**config.mk**
```make
export PLATFORM = sky130hd
export DESIGN_NAME = i2c_regport
export DESIGN_NICKNAME = d
export VERILOG_FILES = /design/src/rtl/i2c_regport_pkg.sv /design/src/rtl/i2c_rp_filter.sv /design/src/rtl/i2c_rp_regfile.sv /design/src/rtl/i2c_regport.sv
export SDC_FILE = /design/constraint.sdc
export NUM_CORES = 1
export LEC_CHECK = 0
export BUFFER_PORTS_ARGS = -buffer_cell sky130_fd_sc_hd__clkbuf_2
export CORE_UTILIZATION = 40
export DETAILED_ROUTE_END_ITERATION = 16
export HOLD_SLACK_MARGIN = 0.15
export PLACE_DENSITY = 0.56
export SYNTH_ARGS = -nofsm -noshare
export SYNTH_HDL_FRONTEND = slang
export SYNTH_HIERARCHICAL = 1
export SYNTH_SLANG_ARGS = --single-unit
```
**constraint.sdc**
```tcl
create_clock -name clk -period 5.44 [get_ports clk]
set_input_delay 0 -clock clk [delete_from_list [all_inputs] [get_ports clk]]
set_output_delay 0 -clock clk [all_outputs]
set_load 0.005 [all_outputs]
```
**src/rtl/i2c_regport_pkg.sv**
```systemverilog
package i2c_regport_pkg;

    typedef enum logic [2:0] {
        S_IDLE,
        S_ADDR,
        S_ADDR_ACK,
        S_RX,
        S_RX_ACK,
        S_TX,
        S_TX_ACK,
        S_WAIT
    } rp_state_e;

    typedef struct packed {
        logic scl_rise;
        logic scl_fall;
        logic start;
        logic stop;
    } bus_evt_t;

    // Byte lane 0 is the most significant byte of a word.
    function automatic logic [7:0] lane_byte(input logic [31:0] w, input logic [1:0] lane);
        return w[8*(3-lane) +: 8];
    endfunction

endpackage

```
**src/rtl/i2c_rp_filter.sv**
```systemverilog
module i2c_rp_filter #(
    parameter int FILT_LEN = 3
) (
    input  logic clk,
    input  logic rst,
    input  logic raw,
    output logic filt
);
    localparam int CW = $clog2(FILT_LEN + 1);

    logic [1:0]    sync_q;
    logic [CW-1:0] cnt;

    always_ff @(posedge clk) begin
        if (rst) begin
            sync_q <= 2'b11;
            filt   <= 1'b1;
            cnt    <= '0;
        end else begin
            sync_q <= {sync_q[0], raw};
            if (sync_q[1] == filt) begin
                cnt <= '0;
            end else if (cnt == CW'(FILT_LEN - 1)) begin
                filt <= sync_q[1];
                cnt  <= '0;
            end else begin
                cnt <= cnt + 1'b1;
            end
        end
    end

    // the filtered level only moves to a value the synchroniser held
    a_r11_filter_settled: assert property (@(posedge clk) disable iff (rst)
        (filt != $past(filt)) |-> ($past(sync_q[1]) == filt));

endmodule

```
**src/rtl/i2c_rp_regfile.sv**
```systemverilog
module i2c_rp_regfile #(
    parameter int NUM_WORDS = 8,
    localparam int AW = $clog2(NUM_WORDS)
) (
    input  logic          clk,
    input  logic          rst,
    input  logic          we,
    input  logic [AW-1:0] waddr,
    input  logic [31:0]   wdata,
    input  logic [AW-1:0] raddr,
    output logic [31:0]   rdata
);
    logic [31:0] mem [NUM_WORDS];

    always_ff @(posedge clk) begin
        if (rst) begin
            for (int i = 0; i < NUM_WORDS; i++) mem[i] <= '0;
        end else if (we) begin
            mem[waddr] <= wdata;
        end
    end

    assign rdata = mem[raddr];

endmodule

```
**src/rtl/i2c_regport.sv**
```systemverilog
module i2c_regport
    import i2c_regport_pkg::*;
#(
    parameter logic [6:0] DEV_ADDR  = 7'h2C,
    parameter int         NUM_WORDS = 8,
    parameter int         MAX_BYTES = 20,
    parameter int         FILT_LEN  = 3
) (
    input  logic clk,
    input  logic rst,
    input  logic scl_in,
    input  logic sda_in,
    output logic sda_oe
);
    localparam int AW = $clog2(NUM_WORDS);
    localparam int CW = $clog2(MAX_BYTES + 1);

    // ---- input conditioning: index 1 = SCL, index 0 = SDA
    logic [1:0] raw_lines, filt_lines;
    assign raw_lines = {scl_in, sda_in};

    for (genvar i = 0; i < 2; i++) begin : g_filt
        i2c_rp_filter #(.FILT_LEN(FILT_LEN)) u_filt (
            .clk (clk),
            .rst (rst),
            .raw (raw_lines[i]),
            .filt(filt_lines[i])
        );
    end

    logic scl_f, sda_f, scl_q, sda_q;
    assign scl_f = filt_lines[1];
    assign sda_f = filt_lines[0];

    always_ff @(posedge clk) begin
        if (rst) begin
            scl_q <= 1'b1;
            sda_q <= 1'b1;
        end else begin
            scl_q <= scl_f;
            sda_q <= sda_f;
        end
    end

    bus_evt_t ev;
    always_comb begin
        ev.scl_rise = scl_f & ~scl_q;
        ev.scl_fall = ~scl_f & scl_q;
        ev.start    = scl_f & scl_q & sda_q & ~sda_f;
        ev.stop     = scl_f & scl_q & ~sda_q & sda_f;
    end

    // ---- transfer state
    rp_state_e     state;
    logic [3:0]    bitcnt;
    logic [7:0]    shreg, txsh, subaddr;
    logic          rw, first, acked;
    logic [1:0]    lane;
    logic [CW-1:0] dcnt;
    logic [23:0]   held;
    logic [AW-1:0] wptr, rptr, wr_addr;
    logic          wr_en;
    logic [31:0]   wr_data, rdata;
    logic [7:0]    cur_byte;

    assign cur_byte = lane_byte(rdata, lane);

    i2c_rp_regfile #(.NUM_WORDS(NUM_WORDS)) u_regs (
        .clk  (clk),
        .rst  (rst),
        .we   (wr_en),
        .waddr(wr_addr),
        .wdata(wr_data),
        .raddr(rptr),
        .rdata(rdata)
    );

    always_ff @(posedge clk) begin
        if (rst) begin
            state   <= S_IDLE;
            bitcnt  <= '0;
            shreg   <= '0;
            txsh    <= '0;
            subaddr <= '0;
            rw      <= 1'b0;
            first   <= 1'b0;
            acked   <= 1'b0;
            lane    <= '0;
            dcnt    <= '0;
            held    <= '0;
            wptr    <= '0;
            rptr    <= '0;
            wr_addr <= '0;
            wr_en   <= 1'b0;
            wr_data <= '0;
            sda_oe  <= 1'b0;
        end else begin
            wr_en <= 1'b0;
            if (ev.start) begin
                state  <= S_ADDR;
                bitcnt <= '0;
                sda_oe <= 1'b0;
                rptr   <= subaddr[AW-1:0];
                lane   <= '0;
            end else if (ev.stop) begin
                state  <= S_IDLE;
                sda_oe <= 1'b0;
            end else begin
                unique case (state)
                    S_ADDR: begin
                        if (ev.scl_rise) begin
                            shreg  <= {shreg[6:0], sda_f};
                            bitcnt <= bitcnt + 1'b1;
                        end else if (ev.scl_fall && bitcnt == 4'd8) begin
                            if (shreg[7:1] == DEV_ADDR) begin
                                rw     <= shreg[0];
                                sda_oe <= 1'b1;
                                state  <= S_ADDR_ACK;
                            end else begin
                                state <= S_WAIT;
                            end
                        end
                    end
                    S_ADDR_ACK: begin
                        if (ev.scl_fall) begin
                            bitcnt <= '0;
                            if (rw) begin
                                state  <= S_TX;
                                sda_oe <= ~cur_byte[7];
                                txsh   <= {cur_byte[6:0], 1'b0};
                            end else begin
                                state  <= S_RX;
                                sda_oe <= 1'b0;
                                first  <= 1'b1;
                                lane   <= '0;
                                dcnt   <= '0;
                            end
                        end
                    end
                    S_RX: begin
                        if (ev.scl_rise) begin
                            shreg  <= {shreg[6:0], sda_f};
                            bitcnt <= bitcnt + 1'b1;
                        end else if (ev.scl_fall && bitcnt == 4'd8) begin
                            bitcnt <= '0;
                            if (first) begin
                                subaddr <= shreg;
                                wptr    <= shreg[AW-1:0];
                                first   <= 1'b0;
                                sda_oe  <= 1'b1;
                                state   <= S_RX_ACK;
                            end else if (dcnt < CW'(MAX_BYTES)) begin
                                dcnt   <= dcnt + 1'b1;
                                sda_oe <= 1'b1;
                                state  <= S_RX_ACK;
                                if (lane == 2'd3) begin
                                    wr_en   <= 1'b1;
                                    wr_addr <= wptr;
                                    wr_data <= {held, shreg};
                                    wptr    <= wptr + 1'b1;
                                    lane    <= '0;
                                end else begin
                                    held <= {held[15:0], shreg};
                                    lane <= lane + 1'b1;
                                end
                            end else begin
                                state <= S_WAIT;
                            end
                        end
                    end
                    S_RX_ACK: begin
                        if (ev.scl_fall) begin
                            sda_oe <= 1'b0;
                            state  <= S_RX;
                        end
                    end
                    S_TX: begin
                        if (ev.scl_rise) begin
                            bitcnt <= bitcnt + 1'b1;
                        end else if (ev.scl_fall) begin
                            if (bitcnt == 4'd8) begin
                                sda_oe <= 1'b0;
                                acked  <= 1'b0;
                                state  <= S_TX_ACK;
                            end else begin
                                sda_oe <= ~txsh[7];
                                txsh   <= {txsh[6:0], 1'b0};
                            end
                        end
                    end
                    S_TX_ACK: begin
                        if (ev.scl_rise) begin
                            acked <= ~sda_f;
                            if (!sda_f) begin
                                lane <= lane + 1'b1;
                                if (lane == 2'd3) rptr <= rptr + 1'b1;
                            end
                        end else if (ev.scl_fall) begin
                            if (acked) begin
                                bitcnt <= '0;
                                state  <= S_TX;
                                sda_oe <= ~cur_byte[7];
                                txsh   <= {cur_byte[6:0], 1'b0};
                            end else begin
                                state <= S_WAIT;
                            end
                        end
                    end
                    default: ;
                endcase
            end
        end
    end

    // a START always leads to address reception
    a_r1_start_to_addr: assert property (@(posedge clk) disable iff (rst)
        ev.start |=> (state == S_ADDR));
    // a STOP returns to idle with SDA released
    a_r1_stop_releases: assert property (@(posedge clk) disable iff (rst)
        ev.stop |=> (state == S_IDLE && !sda_oe));
    // the pull-down is only switched on while SCL is low
    a_r2_drive_on_low_scl: assert property (@(posedge clk) disable iff (rst)
        $rose(sda_oe) |-> !scl_f);
    // silent while waiting for the next START or STOP
    a_r9_silent_wait: assert property (@(posedge clk) disable iff (rst)
        (state == S_WAIT) |-> !sda_oe);
    // no commit once the data byte limit has been passed
    a_r6_limit_kept: assert property (@(posedge clk) disable iff (rst)
        wr_en |-> (dcnt <= CW'(MAX_BYTES)));
    // a word commit needs four more bytes before the next one
    a_r4_commit_spacing: assert property (@(posedge clk) disable iff (rst)
        wr_en |=> !wr_en);

endmodule

```
==> flow_summary.json, run 1 <==
{
  "cts_tree": "done",
  "grt_util_all_layers_pct": 19.87,
  "nets": 1316,
  "ctsResizeCount": 0,
  "clk_pin_slew_worst_paths_ps": 60,
  "fin_cells": 1867,
  "syn_area_per_cell_um2": 12.49,
  "drv_slew": 0,
  "hold_violations": 0,
  "fin_crit_sh_pct": 60.34,
  "numCtsBuffers": 41,
  "maxCapViolations": 0,
  "async_reset_ff_share_pct": 0,
  "grt_max_degree": 99,
  "hold_buffers": 4,
  "cts_setup_buffers": 0,
  "gp_congestion": 0.8090,
  "final.setup.tns_ps": 0,
  "worstPathCellList": "buf_4 -> mux4_1 -> mux2_4 -> mux4_2 -> mux2i_1 -> a311oi_1",
  "pin_count": 5,
  "diodes": 0,
  "min_path_type": "in -> reg",
  "htree_levels": 2,
  "skew_ps": 27.59,
  "place_hpwl_mm": 23.05,
  "max_slew_margin_pct": 16.17,
  "p_leak_nw": 5.578,
  "fmax_mhz": 304.7,
  "crit_fanout": 45,
  "clkLatencyLatePin_ps": 570,
  "syn_area_um2": 16810,
  "power_density_nw_per_um2": 346.3,
  "wl_per_cell_um": 22.68,
  "ys_ff_latch": 370,
  "path_class": "reg -> reg",
  "synthTopCellsByArea": "edfxtp_1, dfxtp_1, nor3_1, mux4_1, mux4_2",
  "setup_violations": 0,
  "worst_ep_required_time_ps": 5840,
  "power.total_mw": 6.398,
  "grt_pass1_vias": 10728,
  "wl_met1_mm": 19.14,
  "vdd_drop_max_mv": 0.2081,
  "pre_cts_ws_ps": 2116,
  "met2_wirelength_mm": 20.32,
  "drcViolationCount": 0,
  "ys_types": 74,
  "core.rowCount": 74,
  "synth_edf_count": 256,
  "vias": 10718,
  "core_area_um2": 41110,
  "yosys_most_used_dff": "edfxtp_1",
  "portBuffers": 4,
  "yosysTopAreaCell": "edfxtp_1",
  "cp-end-kind": "register",
  "synth_warnings": 6,
  "antenna_left": 0,
  "antenna_found_initial": 0,
  "rsz0062_at_grt": "false",
  "initial_core_util_pct": 40.90,
  "post-place-cells": 1788,
  "overflow": 0,
  "cts_buffer_depth": 3,
  "slowest_delay_ps": 940,
  "hold_ws_ps": 172.2,
  "yosys.area.top_type_share_pct": 45.72,
  "top_layer_used": "met4",
  "status": "finished clean",
  "syn_inst": 1346,
  "die_w_um": 207.0,
  "drtPass1Iterations": 5,
  "slowest_stage": "dfxtp_4",
  "syn_nets": 1359,
  "grt_pass1_wl_mm": 64.95,
  "min_period_ps": 3282,
  "worst_pin_slew_ps": 1257,
  "setup_ws_ps": 2158,
  "cts_sinks": 370,
  "die_h_um": 207.0,
  "start_kind": "register",
  "finalWirelength_mm": 42.34,
  "root_buffer": "clkbuf_16",
  "seq_area_frac_synth_pct": 59.29,
  "drt_iter0_drc": 858,
  "dieArea_um2": 42860,
  "area_growth_pct": 9.867,
  "worstPathArrival_ps": 3680,
  "wl_met3_mm": 1.960,
  "drive_gt1_share_pct": 14.46,
  "via_per_inst": 5.741
}
-- where the power goes --
group          internal, mW  switching [mW]  leakage, nW
clock network          1.54            1.14        0.624
logic                 0.212           0.292         1.60
registers              3.12          0.0988         3.35
total                  4.87            1.53         5.58
-- critical path: cells and delay by family, from the launching register on --
family          cells  cell delay, ps
mux                 4            1540
flops               1             940
buf+inv             1             490
compound gates      1             110
-- layout make-up --
cell class                 count  area [um2]
inverter                      44       165.2
fill                        3752       22640
tap                          532       665.6
sequential                   370        9976
clock buffer                  58        1120
clock inverter                17       155.1
multi-input combinational    814        6148
timing repair buffer          32       242.7
-- cell usage after synthesis, types with 3 or more instances --
library cell,number
nand2b_1,5
clkinv_1,32
nor2_1,31
mux4_1,36
nand4_1,5
a31oi_1,5
or3b_1,3
a211oi_1,6
buf_1,12
clkbuf_1,58
nand3b_1,5
inv_1,12
a21oi_1,89
xnor2_1,3
buf_4,5
o21ai_0,13
nor4_1,6
a21oi_2,3
ha_1,9
edfxtp_1,256
a311oi_1,8
nand2_1,154
mux4_2,36
or2_2,10
nor3_1,263
buf_2,25
o21bai_1,8
nand3_1,9
mux2_2,9
mux2_4,24
mux2i_1,17
dfxtp_1,114
nor2b_1,8
buf_6,16
-- registers in the layout, summed over array words and instances, names as in the netlist, 4 cells and up --
signal,cells
bitcnt,4
g_filt.u_filt/sync_q,4
held,24
g_filt.u_filt/cnt,4
shreg,8
u_regs/mem,256
txsh,7
wr_data,32
dcnt,5
-- per-stage QoR --
stage	util, %	area [um2]
after CTS	44.94	18470
after global placement	41.74	17160
final	44.94	18470
after global routing	44.94	18470
after floorplan	-	16810
after detailed placement	41.74	17160
-- final timing paths --
path | startpoint | slack, ps | to | cells after the start
setup / recovery | rptr[0]$_SDFFE_PP0P_ | 2160 | txsh[7]$_SDFFE_PP0P_ | 6
hold / removal | sda_in | 170 | g_filt[0].u_filt/sync_q[0]$_SDFF_PP1_ | 3
setup reg to reg | rptr[0]$_SDFFE_PP0P_ | 2160 | txsh[7]$_SDFFE_PP0P_ | 6
hold reg to reg | g_filt[0].u_filt/sync_q[0]$_SDFF_PP1_ | 410 | g_filt[0].u_filt/sync_q[1]$_SDFF_PP1_ | 1
-- kinds of logic (layout without fill, tap and decap cells) --
group | after synthesis | count (layout) | share of synthesized area (%)
flip-flops | 370 | 370 | 59.29
AND/OR/NAND/NOR | 518 | 518 | 14.92
XOR/XNOR | 5 | 5 | 0.2605
buffers and inverters | 162 | 151 | 4.733
adder cells (fa/ha/maj) | 9 | 9 | 0.6698
multiplexers | 122 | 122 | 14.21
AO/OA/AOI/OAI | 160 | 160 | 5.916
-- layout by cell type, fill, tap and decap left out, drive strengths merged, types with 3 or more instances in the layout --
cell type | Yosys | layout
inv | 12 | 15
a211oi | 6 | 6
ha | 9 | 9
clkinv | 32 | 43
o21bai | 8 | 8
mux2 | 33 | 33
mux4 | 72 | 72
mux2i | 17 | 17
nand2b | 5 | 5
a211o | 3 | 3
edfxtp | 256 | 256
a21oi | 92 | 92
xnor2 | 3 | 3
dfxtp | 114 | 114
or3b | 4 | 4
nor2 | 31 | 31
or2 | 10 | 10
nor3 | 265 | 265
dlygate4sd3 | 0 | 4
o21ai | 13 | 13
nand3b | 6 | 6
buf | 59 | 25
nand4 | 5 | 5
nand2 | 155 | 155
a311oi | 8 | 8
nor4 | 6 | 6
nor2b | 8 | 8
a31oi | 5 | 5
clkbuf | 59 | 61
nand3 | 9 | 9
-- layer usage --
| metal | GRT usage (%) | vias up |
|---|---|---|
| li1 | - | 4984 |
| met1 | 27.10 | 5393 |
| met2 | 33.27 | 272 |
| met4 | 5.841 | 0 |
| met3 | 2.411 | 69 |
| met5 | 0 | - |
Power figures use the tool's default switching activity.
==> run 2: changes to the inputs <==
- PLACE_DENSITY: 0.56 -> 0.58
- clock period: 5.44 -> 2.7 ns (I/O delays scaled with it)
==> flow_summary.json, run 2 (synthesis results as in run 1) <==
{
  "root_buffer": "clkbuf_16",
  "overflow": 0,
  "design_area_um2": 18650,
  "worst_pin_slew_ps": 850.2,
  "clk_pin_slew_worst_paths_ps": 60,
  "power.total_mw": 12.51,
  "htree_levels": 2,
  "p_sw_mw": 3.007,
  "gp_congestion": 0.8343,
  "holdPathStages": 1,
  "r2r-end": "txsh[7]$_SDFFE_PP0P_",
  "layout_common_cells": "nor3_1, edfxtp_1, nand2_1",
  "die_h_um": 207.0,
  "grt_pass1_wl_mm": 65.51,
  "reg2reg_slack_ps": 130,
  "vias": 10831,
  "power_density_nw_per_um2": 671.0,
  "cts_tree": "done",
  "fmax_mhz": 388.6,
  "drcViolationCount": 0,
  "core.rowCount": 74,
  "place_hpwl_mm": 24.32,
  "path_class": "reg -> reg",
  "reg2reg_depth": 6,
  "worst_ep_required_time_ps": 3100,
  "worstPathArrival_ps": 2970,
  "cts_sinks": 370,
  "nets": 1338,
  "clkLatencyLatePin_ps": 540,
  "max_slew_margin_pct": 43.32,
  "p_int_mw": 9.506,
  "crit_fanout": 18,
  "cts_setup_buffers": 0,
  "portBuffers": 4,
  "largest_reg_flops": 256,
  "fillCellCount": 3744,
  "setup_violations": 0,
  "antenna_found_initial": 0,
  "pin_count": 5,
  "drt_iter0_drc": 847,
  "drv_slew": 0,
  "p_clk_share_pct": 39.4,
  "holdCritStartpoint": "g_filt[1].u_filt/sync_q[0]$_SDFF_PP1_",
  "via_per_inst": 5.740,
  "drtPass1Iterations": 5,
  "cts_buffer_depth": 3,
  "finalWirelength_mm": 41.69,
  "largest_register": "u_regs/mem",
  "grt_pass1_vias": 10814,
  "drive_gt1_share_pct": 15.65,
  "skew_ps": 16.12,
  "grt_max_degree": 123,
  "core_area_um2": 41110,
  "start_kind": "register",
  "diodes": 0,
  "numCtsBuffers": 39,
  "status": "finished clean",
  "post_dp_cell_area_um2": 17460,
  "seq_power_share_pct": 51.6,
  "p_leak_nw": 5.679,
  "hold_buffers": 5,
  "combPwrFrac_pct": 9.0,
  "top_regs": "u_regs/mem (256), wr_data (32), held (24)",
  "initial_core_util_pct": 40.90,
  "rsz0062_at_grt": "false",
  "wl_per_cell_um": 22.09,
  "dieArea_um2": 42860,
  "fin_crit_sh_pct": 95.31,
  "final_common_cell": "nor3_1",
  "area_growth_pct": 10.91,
  "hold_violations": 0,
  "hold_end": "g_filt[1].u_filt/sync_q[1]$_SDFF_PP1_",
  "min_period_ps": 2573,
  "rr_startpoint": "rptr[0]$_SDFFE_PP0P_",
  "cp-end-kind": "register",
  "die_w_um": 207.0,
  "hold_ws_ps": 409.7,
  "min_path_type": "reg -> reg",
  "p_sw_share_pct": 24.03,
  "grt_util_all_layers_pct": 19.74,
  "ctsResizeCount": 0,
  "antenna_left": 0,
  "fin_cells": 1887,
  "vdd_drop_max_mv": 0.4568,
  "maxCapViolations": 0,
  "post-place-cells": 1811
}
==> run 2: cell types whose count changed in the layout (fill, tap and decap cells not counted), moves of 2 or more <==
cell | previous run | this run
buf_4 | 25 | 38
buf_12 | 0 | 10
bufinv_16 | 2 | 0
clkbuf_16 | 41 | 39
clkinv_2 | 7 | 9
==> run 2: worst max path at each step <==
stage | cells after the start | slack [ps] | start | endpoint
floorplan | 5 | -360 | wr_addr[0]$_SDFFE_PP0P_ | u_regs/mem[0][0]$_SDFFCE_PN0P_
global placement | 6 | 140 | rptr[0]$_SDFFE_PP0P_ | txsh[7]$_SDFFE_PP0P_
detailed placement | 6 | 130 | rptr[0]$_SDFFE_PP0P_ | txsh[7]$_SDFFE_PP0P_
CTS | 6 | 120 | rptr[0]$_SDFFE_PP0P_ | txsh[7]$_SDFFE_PP0P_
global route | 6 | 30 | rptr[0]$_SDFFE_PP0P_ | txsh[4]$_SDFFE_PP0P_
finish | 6 | 130 | rptr[0]$_SDFFE_PP0P_ | txsh[7]$_SDFFE_PP0P_
==> run 2: layer usage <==
metal,vias up,track usage (%),wire (um)
met5,-,0,0
met4,0,5.430,915
met3,60,2.638,1967
met2,273,32.34,19730
met1,5466,27.56,19070
li1,5032,-,-
==> run 2: power by group through the flow <==
stage | Combinational [mW] | Clock, mW | Sequential, mW
after floorplan | 0.861 | 0 | 6.46
after global placement | 1.10 | 0 | 6.57
after detailed placement | 1.10 | 0 | 6.58
after CTS | 1.11 | 5.04 | 6.46
after global routing | 1.22 | 5.28 | 6.48
final | 1.13 | 4.93 | 6.46
==> run 2: critical path: stages (launching register included) <==
cell	delay, ps
dfxtp_4	470
buf_4	370
mux4_1	600
mux2_4	280
mux4_2	460
mux2i_1	140
a311oi_1	110
==> run 2: cell type report <==
| class | count | area [um2] | share of cell area, % |
|---|---|---|---|
| Timing Repair Buffer | 56 | 550.5 | 2.952 |
| Sequential cell | 370 | 9976 | 53.50 |
| Multi-Input combinational cell | 814 | 6148 | 32.97 |
| Tap cell | 532 | 665.6 | 3.570 |
| Clock buffer | 55 | 1056 | 5.663 |
| Inverter | 44 | 165.2 | 0.8857 |
| Clock inverter | 16 | 86.33 | 0.4630 |
==> run 2: through the flow <==
| stage | utilization, % | setup WS (ps) | TNS (ps) |
|---|---|---|---|
| after detailed placement | 42.46 | 128.5 | 0 |
| after floorplan | - | -358.3 | -57420 |
| after global routing | 45.36 | 27.73 | 0 |
| after global placement | 42.46 | 135.7 | 0 |
| final | 45.36 | 126.7 | 0 |
| after CTS | 45.36 | 119.2 | 0 |
==> run 3: changes to the inputs <==
- ABC_AREA: not set -> 1
==> flow_summary.json, run 3 <==
{
  "fillCellCount": 4359,
  "hold_violations": 0,
  "synth_common_cells": "nand2_1, nor2_1, inv_1",
  "vias": 14232,
  "finalWirelength_mm": 48.02,
  "path_class": "reg -> reg",
  "reg2reg_depth": 10,
  "setup_violations": 0,
  "status": "finished clean",
  "pin_count": 5,
  "portBuffers": 4,
  "clk_pin_slew_worst_paths_ps": 60,
  "synth_edf_count": 256,
  "seq_area_frac_synth_pct": 55.16,
  "power_density_nw_per_um2": 661.8,
  "cts_buffer_depth": 3,
  "clkLatencyLatePin_ps": 560,
  "setup_ws_ps": 418.7,
  "top_regs": "u_regs/mem (256), wr_data (32), held (24)",
  "numCtsBuffers": 41,
  "min_path_type": "reg -> reg",
  "yosysTopAreaCell": "edfxtp_1",
  "post_dp_cell_area_um2": 18740,
  "layout_common_cells": "nand2_1, nor2_1, inv_1",
  "via_per_inst": 4.949,
  "nets": 2268,
  "fin_cells": 2876,
  "largest_reg_flops": 256,
  "core_area_um2": 44410,
  "largest_register": "u_regs/mem",
  "overflow": 0,
  "dieArea_um2": 46030,
  "fin_crit_sh_pct": 84.49,
  "syn_area_um2": 18070,
  "wl_met1_mm": 21.53,
  "drv_slew": 0,
  "gp_congestion": 0.8782,
  "antenna_left": 0,
  "die_h_um": 214.6,
  "start_kind": "register",
  "ys_ff_latch": 370,
  "design_area_um2": 20060,
  "syn_inst": 2261,
  "ctsResizeCount": 0,
  "power.total_mw": 13.27,
  "worst_pin_slew_ps": 613.5,
  "yosys_most_used_dff": "edfxtp_1",
  "hold_end": "g_filt[1].u_filt/sync_q[1]$_SDFF_PP1_",
  "max_slew_margin_pct": 59.10,
  "initial_core_util_pct": 40.69,
  "antenna_found_initial": 0,
  "min_period_ps": 2281,
  "skew_ps": 12.52,
  "drcViolationCount": 0,
  "yosys.area.top_type_share_pct": 42.54,
  "synthTopCellsByArea": "edfxtp_1, dfxtp_1, nand2_1, nor2_1, inv_1",
  "core.rowCount": 77,
  "grt_util_all_layers_pct": 21.04,
  "cts_tree": "done",
  "grt_pass1_wl_mm": 75.59,
  "grt_max_degree": 80,
  "worstPathArrival_ps": 2730,
  "wl_per_cell_um": 16.70,
  "ys_types": 32,
  "vdd_drop_max_mv": 0.4431,
  "wl_met3_mm": 3.196,
  "maxCapViolations": 0,
  "cp-end-kind": "register",
  "drt_iter0_drc": 1302,
  "pre_cts_ws_ps": 496.4,
  "post-place-cells": 2798,
  "area_growth_pct": 10.99,
  "met2_wirelength_mm": 21.99,
  "top_layer_used": "met4",
  "drive_gt1_share_pct": 6.436,
  "die_w_um": 214.6,
  "async_reset_ff_share_pct": 0,
  "holdPathStages": 1,
  "synth_warnings": 6,
  "cts_setup_buffers": 0,
  "final_common_cell": "nand2_1",
  "hold_buffers": 6,
  "rr_startpoint": "state[0]$_SDFFE_PP0P_",
  "p_leak_nw": 8.670,
  "drtPass1Iterations": 7,
  "fmax_mhz": 438.3,
  "worst_ep_required_time_ps": 3150,
  "grt_pass1_vias": 13486,
  "crit_fanout": 13,
  "reg2reg_slack_ps": 420,
  "synth_most_common_cell": "nand2_1",
  "syn_area_per_cell_um2": 7.993,
  "diodes": 0,
  "cts_sinks": 370,
  "root_buffer": "clkbuf_16",
  "syn_nets": 2274,
  "htree_levels": 2,
  "place_hpwl_mm": 28.40,
  "rsz0062_at_grt": "false",
  "r2r-end": "txsh[5]$_SDFFE_PP0P_",
  "final.setup.tns_ps": 0,
  "holdCritStartpoint": "g_filt[1].u_filt/sync_q[0]$_SDFF_PP1_"
}
-- run 3: cell types whose count changed after synthesis, sizes merged, moves of 33 or more --
cell   previous run  this run
a21oi            92        59
nand4             5        44
inv              12       382
nor2             31       417
nand2           155       601
o21ai            13        78
nand3             9       165
mux2             33         0
mux4             72         0
nor3            265         5
-- run 3: worst max-delay path by stage --
| stage | to | slack [ps] | depth (start not counted) | startpoint |
|---|---|---|---|---|
| floorplan | u_regs/mem[3][0]$_SDFFCE_PN0P_ | 690 | 5 | wr_addr[1]$_SDFFE_PP0P_ |
| global placement | txsh[7]$_SDFFE_PP0P_ | 470 | 10 | state[0]$_SDFFE_PP0P_ |
| finish | txsh[5]$_SDFFE_PP0P_ | 420 | 10 | state[0]$_SDFFE_PP0P_ |
| detailed placement | txsh[5]$_SDFFE_PP0P_ | 500 | 10 | state[0]$_SDFFE_PP0P_ |
| CTS | txsh[5]$_SDFFE_PP0P_ | 480 | 10 | state[0]$_SDFFE_PP0P_ |
| global route | dcnt[1]$_SDFFE_PP0P_ | 210 | 11 | bitcnt[0]$_SDFFE_PP0P_ |
-- run 3: report_power, final --
| part | leakage, nW | internal (mW) | total [mW] | switching (mW) |
|---|---|---|---|---|
| Clock | 0.619 | 3.07 | 5.30 | 2.23 |
| Sequential | 3.38 | 6.33 | 6.48 | 0.147 |
| Combinational | 4.67 | 0.480 | 1.49 | 1.01 |
| Total | 8.67 | 9.88 | 13.3 | 3.39 |
-- run 3: cell families (layout without fill, tap and decap cells) --
kind of cell	count (synthesis)	after routing	synth area share (%)
AND/OR/NAND/NOR	1238	1238	28.32
buffers and inverters	492	515	11.49
flip-flops	370	370	55.16
AO/OA/AOI/OAI	147	147	4.168
adder cells (fa/ha/maj)	9	9	0.6231
XOR/XNOR	5	5	0.2423
-- run 3: worst max-delay path: stages, from the launching register on --
cell     delay (ps)
dfxtp_1         530
inv_1           230
nand3_1         250
inv_1           160
nand2_1         180
o21ai_0         120
nor2_1          240
nand3_1         110
buf_4           200
nor2_1          120
nor2_1           50
-- run 3: per-layer routing --
metal | global-route usage, % | vias to the layer above
li1 | - | 7029
met1 | 28.22 | 6726
met2 | 34.45 | 390
met3 | 4.028 | 87
met4 | 6.286 | 0
met5 | 0 | -
-- run 3: cell type report --
class                           count  area, um2  area share [%]
Clock buffer                       61       1204           6.001
Clock inverter                     11      52.55          0.2620
Inverter                          382       1435           7.155
Multi-Input combinational cell   1399       6051           30.17
Sequential cell                   370       9975           49.73
Tap cell                          592      740.7           3.693
Timing Repair Buffer               61      600.6           2.994
-- run 3: metrics by stage --
stage,hold WS [ps],util [%]
final,410.6,45.16
after global routing,431.6,45.16
after CTS,408.1,45.16
after detailed placement,182.4,42.20
after global placement,183.0,42.20
after floorplan,97.14,-
